$ cat config.mk
export PLATFORM = sky130hd
export DESIGN_NAME = dma_master_seq
export DESIGN_NICKNAME = d
export VERILOG_FILES = /design/src/rtl/dma_seq_pkg.sv /design/src/rtl/dma_phase_ctrl.sv /design/src/rtl/dma_bus_drive.sv /design/src/rtl/dma_read_capture.sv /design/src/rtl/dma_master_seq.sv
export SDC_FILE = /design/constraint.sdc
export NUM_CORES = 1
export LEC_CHECK = 0
export ABC_AREA = 1
export BUFFER_PORTS_ARGS = -buffer_cell sky130_fd_sc_hd__buf_2
export CORE_MARGIN = 10
export CORE_UTILIZATION = 42
export DETAILED_ROUTE_END_ITERATION = 7
export PLACE_DENSITY_LB_ADDON = 0.05
export SETUP_SLACK_MARGIN = 0.15
export SLEW_MARGIN = 10
export SYNTH_ARGS = -nofsm -noshare
export SYNTH_HDL_FRONTEND = slang
export SYNTH_SLANG_ARGS = --single-unit
$ cat constraint.sdc
create_clock -name clk -period 1.4 [get_ports clk]
set_clock_uncertainty 0.15 [all_clocks]
set_input_delay 0.07 -clock clk [delete_from_list [all_inputs] [get_ports clk]]
set_output_delay 0.07 -clock clk [all_outputs]
set_load 0.01 [all_outputs]
$ cat src/rtl/dma_seq_pkg.sv
package dma_seq_pkg;

    localparam int BUS_W  = 16;
    localparam int LANE_W = 8;
    localparam int N_LANE = BUS_W / LANE_W;

    typedef enum logic [2:0] {
        PH_IDLE,
        PH_UADDR,
        PH_ADDR,
        PH_STB1,
        PH_STB2,
        PH_WAIT,
        PH_CLOSE
    } phase_e;

    typedef struct packed {
        logic             write;
        logic             word;
        logic [BUS_W-1:0] addr;
        logic [BUS_W-1:0] wdata;
    } xfer_s;

    function automatic logic strobe_phase(phase_e p);
        return (p == PH_STB1) || (p == PH_STB2) || (p == PH_WAIT);
    endfunction

    function automatic logic data_phase(phase_e p);
        return strobe_phase(p) || (p == PH_CLOSE);
    endfunction

    function automatic logic [BUS_W-1:0] narrow_read(logic word, logic [BUS_W-1:0] v);
        return word ? v : {{(BUS_W-LANE_W){1'b0}}, v[LANE_W-1:0]};
    endfunction

endpackage

$ cat src/rtl/dma_phase_ctrl.sv
module dma_phase_ctrl
    import dma_seq_pkg::*;
(
    input  logic   clk,
    input  logic   rst,
    input  logic   start,
    input  logic   wide,
    input  logic   ready,
    output phase_e phase
);

    phase_e phase_d;

    always_comb begin
        phase_d = phase;
        case (phase)
            PH_IDLE:  if (start) phase_d = wide ? PH_UADDR : PH_ADDR;
            PH_UADDR: phase_d = PH_ADDR;
            PH_ADDR:  phase_d = PH_STB1;
            PH_STB1:  phase_d = PH_STB2;
            PH_STB2,
            PH_WAIT:  phase_d = ready ? PH_WAIT : PH_CLOSE;
            PH_CLOSE: phase_d = PH_IDLE;
            default:  phase_d = PH_IDLE;
        endcase
    end

    always_ff @(posedge clk) begin
        if (rst) phase <= PH_IDLE;
        else     phase <= phase_d;
    end

    AST_WAIT_INSERT: assert property (@(posedge clk) disable iff (rst)
        ((phase == PH_STB2 || phase == PH_WAIT) && ready) |=> (phase == PH_WAIT));
    AST_WAIT_LEAVE: assert property (@(posedge clk) disable iff (rst)
        ((phase == PH_STB2 || phase == PH_WAIT) && !ready) |=> (phase == PH_CLOSE));
    AST_ADDR_STEP: assert property (@(posedge clk) disable iff (rst)
        (phase == PH_ADDR) |=> (phase == PH_STB1));

endmodule

$ cat src/rtl/dma_bus_drive.sv
module dma_bus_drive
    import dma_seq_pkg::*;
(
    input  phase_e           phase,
    input  xfer_s            xfer,
    input  logic [BUS_W-1:0] upper_addr,
    input  logic             grant,
    input  logic             wide,
    output logic [BUS_W-1:0] ad_o,
    output logic [N_LANE-1:0] ad_oe,
    output logic             ads0,
    output logic             ads1,
    output logic             ads1_oe,
    output logic             strobe_oe,
    output logic             mwr_n,
    output logic             mrd_n
);

    logic [BUS_W-1:0]  val;
    logic [N_LANE-1:0] lanes;

    always_comb begin
        val   = '0;
        lanes = '0;
        if (phase == PH_UADDR) begin
            val   = upper_addr;
            lanes = '1;
        end else if (phase == PH_ADDR) begin
            val   = xfer.addr;
            lanes = '1;
        end else if (data_phase(phase)) begin
            if (xfer.word) begin
                val   = xfer.wdata;
                lanes = xfer.write ? '1 : '0;
            end else begin
                val   = {xfer.addr[BUS_W-1:LANE_W], xfer.wdata[LANE_W-1:0]};
                lanes = {1'b1, xfer.write};
            end
        end
    end

    assign ad_o      = val;
    assign ad_oe     = grant ? lanes : '0;
    assign ads0      = (phase == PH_ADDR);
    assign ads1      = (phase == PH_UADDR);
    assign ads1_oe   = grant && wide;
    assign strobe_oe = grant;
    assign mwr_n     = !(strobe_phase(phase) && xfer.write);
    assign mrd_n     = !(strobe_phase(phase) && !xfer.write);

endmodule

$ cat src/rtl/dma_read_capture.sv
module dma_read_capture
    import dma_seq_pkg::*;
(
    input  logic             clk,
    input  logic             rst,
    input  phase_e           phase,
    input  logic             ready,
    input  logic             is_write,
    input  logic             word,
    input  logic [BUS_W-1:0] ad_i,
    output logic [BUS_W-1:0] rd_data
);

    logic take;
    assign take = (phase == PH_STB2 || phase == PH_WAIT) && !ready && !is_write;

    always_ff @(posedge clk) begin
        if (rst)       rd_data <= '0;
        else if (take) rd_data <= narrow_read(word, ad_i);
    end

    AST_HOLD_AFTER_TAKE: assert property (@(posedge clk) disable iff (rst)
        (phase == PH_CLOSE) |=> $stable(rd_data));

endmodule

$ cat src/rtl/dma_master_seq.sv
module dma_master_seq
    import dma_seq_pkg::*;
(
    input  logic        clk,
    input  logic        rst,
    input  logic        bus_grant,
    input  logic        cfg_word,
    input  logic        cfg_wide,
    input  logic [15:0] upper_addr,
    input  logic        req_valid,
    input  logic        req_write,
    input  logic [15:0] req_addr,
    input  logic [15:0] req_wdata,
    input  logic        ready,
    input  logic [15:0] ad_i,
    output logic        busy,
    output logic        done,
    output logic [15:0] rd_data,
    output logic [15:0] ad_o,
    output logic [1:0]  ad_oe,
    output logic        ads0,
    output logic        ads1,
    output logic        ads1_oe,
    output logic        strobe_oe,
    output logic        mwr_n,
    output logic        mrd_n
);

    phase_e phase;
    xfer_s  xfer_q;
    logic   start;

    assign start = req_valid && bus_grant && (phase == PH_IDLE);

    always_ff @(posedge clk) begin
        if (rst) begin
            xfer_q <= '0;
        end else if (start) begin
            xfer_q.write <= req_write;
            xfer_q.word  <= cfg_word;
            xfer_q.addr  <= req_addr;
            xfer_q.wdata <= req_wdata;
        end
    end

    dma_phase_ctrl u_ctrl (
        .clk   (clk),
        .rst   (rst),
        .start (start),
        .wide  (cfg_wide),
        .ready (ready),
        .phase (phase)
    );

    dma_bus_drive u_drive (
        .phase      (phase),
        .xfer       (xfer_q),
        .upper_addr (upper_addr),
        .grant      (bus_grant),
        .wide       (cfg_wide),
        .ad_o       (ad_o),
        .ad_oe      (ad_oe),
        .ads0       (ads0),
        .ads1       (ads1),
        .ads1_oe    (ads1_oe),
        .strobe_oe  (strobe_oe),
        .mwr_n      (mwr_n),
        .mrd_n      (mrd_n)
    );

    dma_read_capture u_cap (
        .clk      (clk),
        .rst      (rst),
        .phase    (phase),
        .ready    (ready),
        .is_write (xfer_q.write),
        .word     (xfer_q.word),
        .ad_i     (ad_i),
        .rd_data  (rd_data)
    );

    assign busy = (phase != PH_IDLE);
    assign done = (phase == PH_CLOSE);

    AST_FLOAT_NO_GRANT: assert property (@(posedge clk) disable iff (rst)
        !bus_grant |-> (ad_oe == 2'b00 && !strobe_oe && !ads1_oe));
    AST_ADS0_SINGLE: assert property (@(posedge clk) disable iff (rst)
        ads0 |=> !ads0);
    AST_ADS1_LEADS: assert property (@(posedge clk) disable iff (rst)
        ads1 |=> ads0);
    AST_DONE_SINGLE: assert property (@(posedge clk) disable iff (rst)
        done |=> !done);
    AST_WR_RISE_DATA: assert property (@(posedge clk) disable iff (rst)
        ($rose(mwr_n) && bus_grant) |-> (ad_oe == 2'b11));
    AST_RD_RELEASE: assert property (@(posedge clk) disable iff (rst)
        (!mrd_n && bus_grant) |-> !ad_oe[0]);
    AST_STROBE_EXCL: assert property (@(posedge clk) disable iff (rst)
        (mwr_n || mrd_n));
    AST_IGNORE_BUSY: assert property (@(posedge clk) disable iff (rst)
        (busy && !done) |=> busy);

endmodule

==> results_dict.tcl <==
set metrics [dict create \
    status "complete, but fails checks" \
    violations "negative setup slack" \
    grt_first_pass_wirelength_um 15800 \
    hold_violations 0 \
    reg2reg_depth 10 \
    ys_types 25 \
    cpMaxStageDelayCell "dfxtp_4" \
    multi_input_area_um2 1650 \
    r2r-end "xfer_q[25]$_SDFFE_PP0P_" \
    ys.warnings.count 0 \
    max_stage_delay_ns 0.42 \
    die_width_um 96.9 \
    htree_levels 2 \
    synth_seq_cells 53 \
    hold_start "ready" \
    busiest_layer "met2" \
    grt_overflow 0 \
    hp-class "in2reg" \
    critPathArrivalTime_ns 1.49 \
    synth_area_um2 2480 \
    setup_viol 68 \
    critPathTopFamily "flip-flops" \
    grt_usage_pct 19.6 \
    finalCritPeriodShare_pct 122 \
    use_met3_pct 5.68 \
    grt_pass1_vias 3177 \
    cts_buffers 5 \
    r2r_start "u_ctrl.phase[2]$_SDFFE_PP0P_" \
    worstHoldEndpoint "u_ctrl.phase[0]$_SDFFE_PP0P_" \
    p_per_area_nw_per_um2 850 \
    placed_area_um2 3190 \
    final_net_count 614 \
    gp_congestion 0.899 \
    portBuffers 113 \
    clk_pin_slew_ns 0.09 \
    cts_tree "done" \
    seq_area_frac_synth_pct 42.7 \
    drtPass1Iterations 4 \
    cp_max_fo 8 \
    ioPinCount 114 \
    fillers 385 \
    drv_slew 0 \
    drtIter0Drc 171 \
    reg2reg_slack_ns -0.25 \
    antenna_found_initial 0 \
    worstSkewPairLatency_ns 0.30 \
    synth_area_leaders "dfxtp_1, nand2_1, nand3_1" \
    synth_top_area_share_pct 42.7 \
    endpoint_kind "output pin" \
    drive_above_1_share_pct 47.7 \
    synthFlopType "dfxtp_1" \
    cts.sinks 53 \
    final_design_area_no_fill_um2 4540 \
    wl_um 10400 \
    vias 3187 \
    cts_max_path_buffers 2 \
    synth-edff-count 0 \
    crit_chain "nand3_2, nand3_4, buf_12, nand2_1, o211ai_1, buf_2" \
    ant_nets 0 \
    period_needed_ns 1.71 \
    placed_cells 531 \
    slew_headroom_pct 56.6 \
    root_buffer "clkbuf_8" \
    met1_usage_pct 22.3 \
    syn-mean-instance-area_um2 7.06 \
    die_height_um 96.9 \
    worst_ep_required_time_ns 1.18 \
    hold_depth 5 \
    grt_max_degree 22 \
    use_met2_pct 34.6 \
    num_antenna_cells 0 \
    fin_ws_ns -0.315 \
    syn2layout_area_growth_pct 82.7 \
    start_util_pct 44.3 \
    syn_nets 424 \
    critical_path.startpoint_type "flip-flop" \
    design.die.area_um2 9390 \
    worst-path-buf-inv 2 \
    ir_drop_uv 602 \
    detailed_place_hpwl_um 5870 \
    p_leak_nw 1.94 \
    tightest_slew_ns 0.649 \
    routedWlPerCell_um 16.9 \
    core_area_um2 5610 \
    grt_setup_unrepaired "yes" \
    via_per_inst 5.18 \
    regArea_um2 1070 \
    rows 27 \
    yosysTopAreaCell "dfxtp_1" \
    worstSetupPathType "reg2out" \
    drc_errors 0 \
    ys_async_sr_fraction_pct 0 \
    cap_violations 0 \
    instances_no_fill 615 \
    fmax_ghz 0.583 \
    fin_util_pct 80.9 \
    synthCells 352 \
]
## layout by cell type, fill, tap and decap left out, drive strengths merged
cell         Yosys  final
buf             13    146
nand2          107    113
nand3           55     55
dlygate4sd3      0     53
dfxtp           53     53
a21oi           43     43
nor2            21     21
inv             21     21
o21ai           17     17
o211ai           9      9
clkbuf           9      6
nor3             2      2
clkinv           1      2
nand3b           1      1
bufinv           0      1
## logic make-up (layout without fill, tap and decap cells)
group	Yosys count	in the layout	share of synthesized area, %
DFF	53	53	42.7
and+or+nand+nor	186	192	33.5
AOI/OAI and AO/OA	69	69	15.1
buffers and inverters	44	229	8.66
## Yosys cell counts (2+ instances only)
library cell and instances:
nand2_1 102, dfxtp_1 53, nand3_1 52, a21oi_1 41, nor2_1 19, inv_1 17, o21ai_0 15, clkbuf_1 9
o211ai_1 9, buf_4 8, inv_2 3, nand2_4 3, nand3_2 3, a21oi_2 2, buf_2 2, buf_6 2
nand2_2 2, nor2_2 2, o21ai_1 2
## area by class of cell
| class | count | area share (%) |
|---|---|---|
| multi-input cells | 261 | 36.4 |
| inverters | 22 | 2.37 |
| clock inverters | 2 | 0.855 |
| repair buffers | 199 | 33.2 |
| well taps | 72 | 1.99 |
| clock buffers | 6 | 1.60 |
| flip-flops and latches | 53 | 23.6 |
## worst register-to-register path: cells and delay by family (launching register included)
kind / cells / cell delay [ns]
buffers and inverters: 5 / 0.59
DFF: 1 / 0.38
and+or+nand+nor: 4 / 0.38
AOI/OAI and AO/OA: 1 / 0.06
## stage by stage
| stage | worst slack (ns) | setup TNS, ns | hold slack [ns] | power [W] |
|---|---|---|---|---|
| after CTS | -0.282 | -10.31 | 0.00273 | 0.00365 |
| after detailed placement | -0.0181 | -0.0800 | 0.167 | 0.00231 |
| final | -0.315 | -13.44 | 0.0266 | 0.00386 |
| after global routing | -0.403 | -18.53 | 0.0203 | 0.00402 |
| after floorplan | 0.152 | 0 | 0.0635 | 0.00203 |
| after global placement | 0.0147 | 0 | 0.158 | 0.00230 |
## what timing repair did
item                                   in CTS  in global routing
endpoints found under the hold margin      51                  0
hold buffers                               53                  0
buffers inserted                           10                  5
pin swaps                                  14                 13
resized for setup                          49                 79
gates cloned                                6                  2
setup endpoints to repair                  74                 77
## where the power goes
part	total (W)	internal, W	switching, W
Sequential	0.00164	0.00157	0.0000658
Clock	0.00105	0.000538	0.000515
Combinational	0.00117	0.000575	0.000593
Total	0.00386	0.00268	0.00117
## metal layers
metal | wire length (um) | part of all wire (%) | vias to the layer above
met1 | 4060 | 39 | 1499
met4 | 170 | 1.6 | 0
met5 | 0 | 0 | -
met3 | 772 | 7.4 | 17
li1 | - | - | 1553
met2 | 5360 | 52 | 118
## how the worst max path moves through the flow
stage	startpoint	to	slack [ns]	depth (start not counted)
after floorplan	u_ctrl.phase[1]$_SDFFE_PP0P_	u_cap.rd_data[6]$_SDFFE_PP0P_	0.15	7
after global placement	u_ctrl.phase[1]$_SDFFE_PP0P_	u_cap.rd_data[4]$_SDFFE_PP0P_	0.01	6
after detailed placement	u_ctrl.phase[1]$_SDFFE_PP0P_	u_cap.rd_data[4]$_SDFFE_PP0P_	-0.02	6
after CTS	u_ctrl.phase[2]$_SDFFE_PP0P_	ad_o[11]	-0.28	6
after global routing	u_ctrl.phase[1]$_SDFFE_PP0P_	ad_o[14]	-0.40	6
final	u_ctrl.phase[1]$_SDFFE_PP0P_	ad_o[13]	-0.31	6
## registers in the layout, summed over array words and instances (netlist names)
register	flops
u_cap.rd_data	16
xfer_q	34
u_ctrl.phase	3
Note: power is estimated with default switching activity, not from simulation.
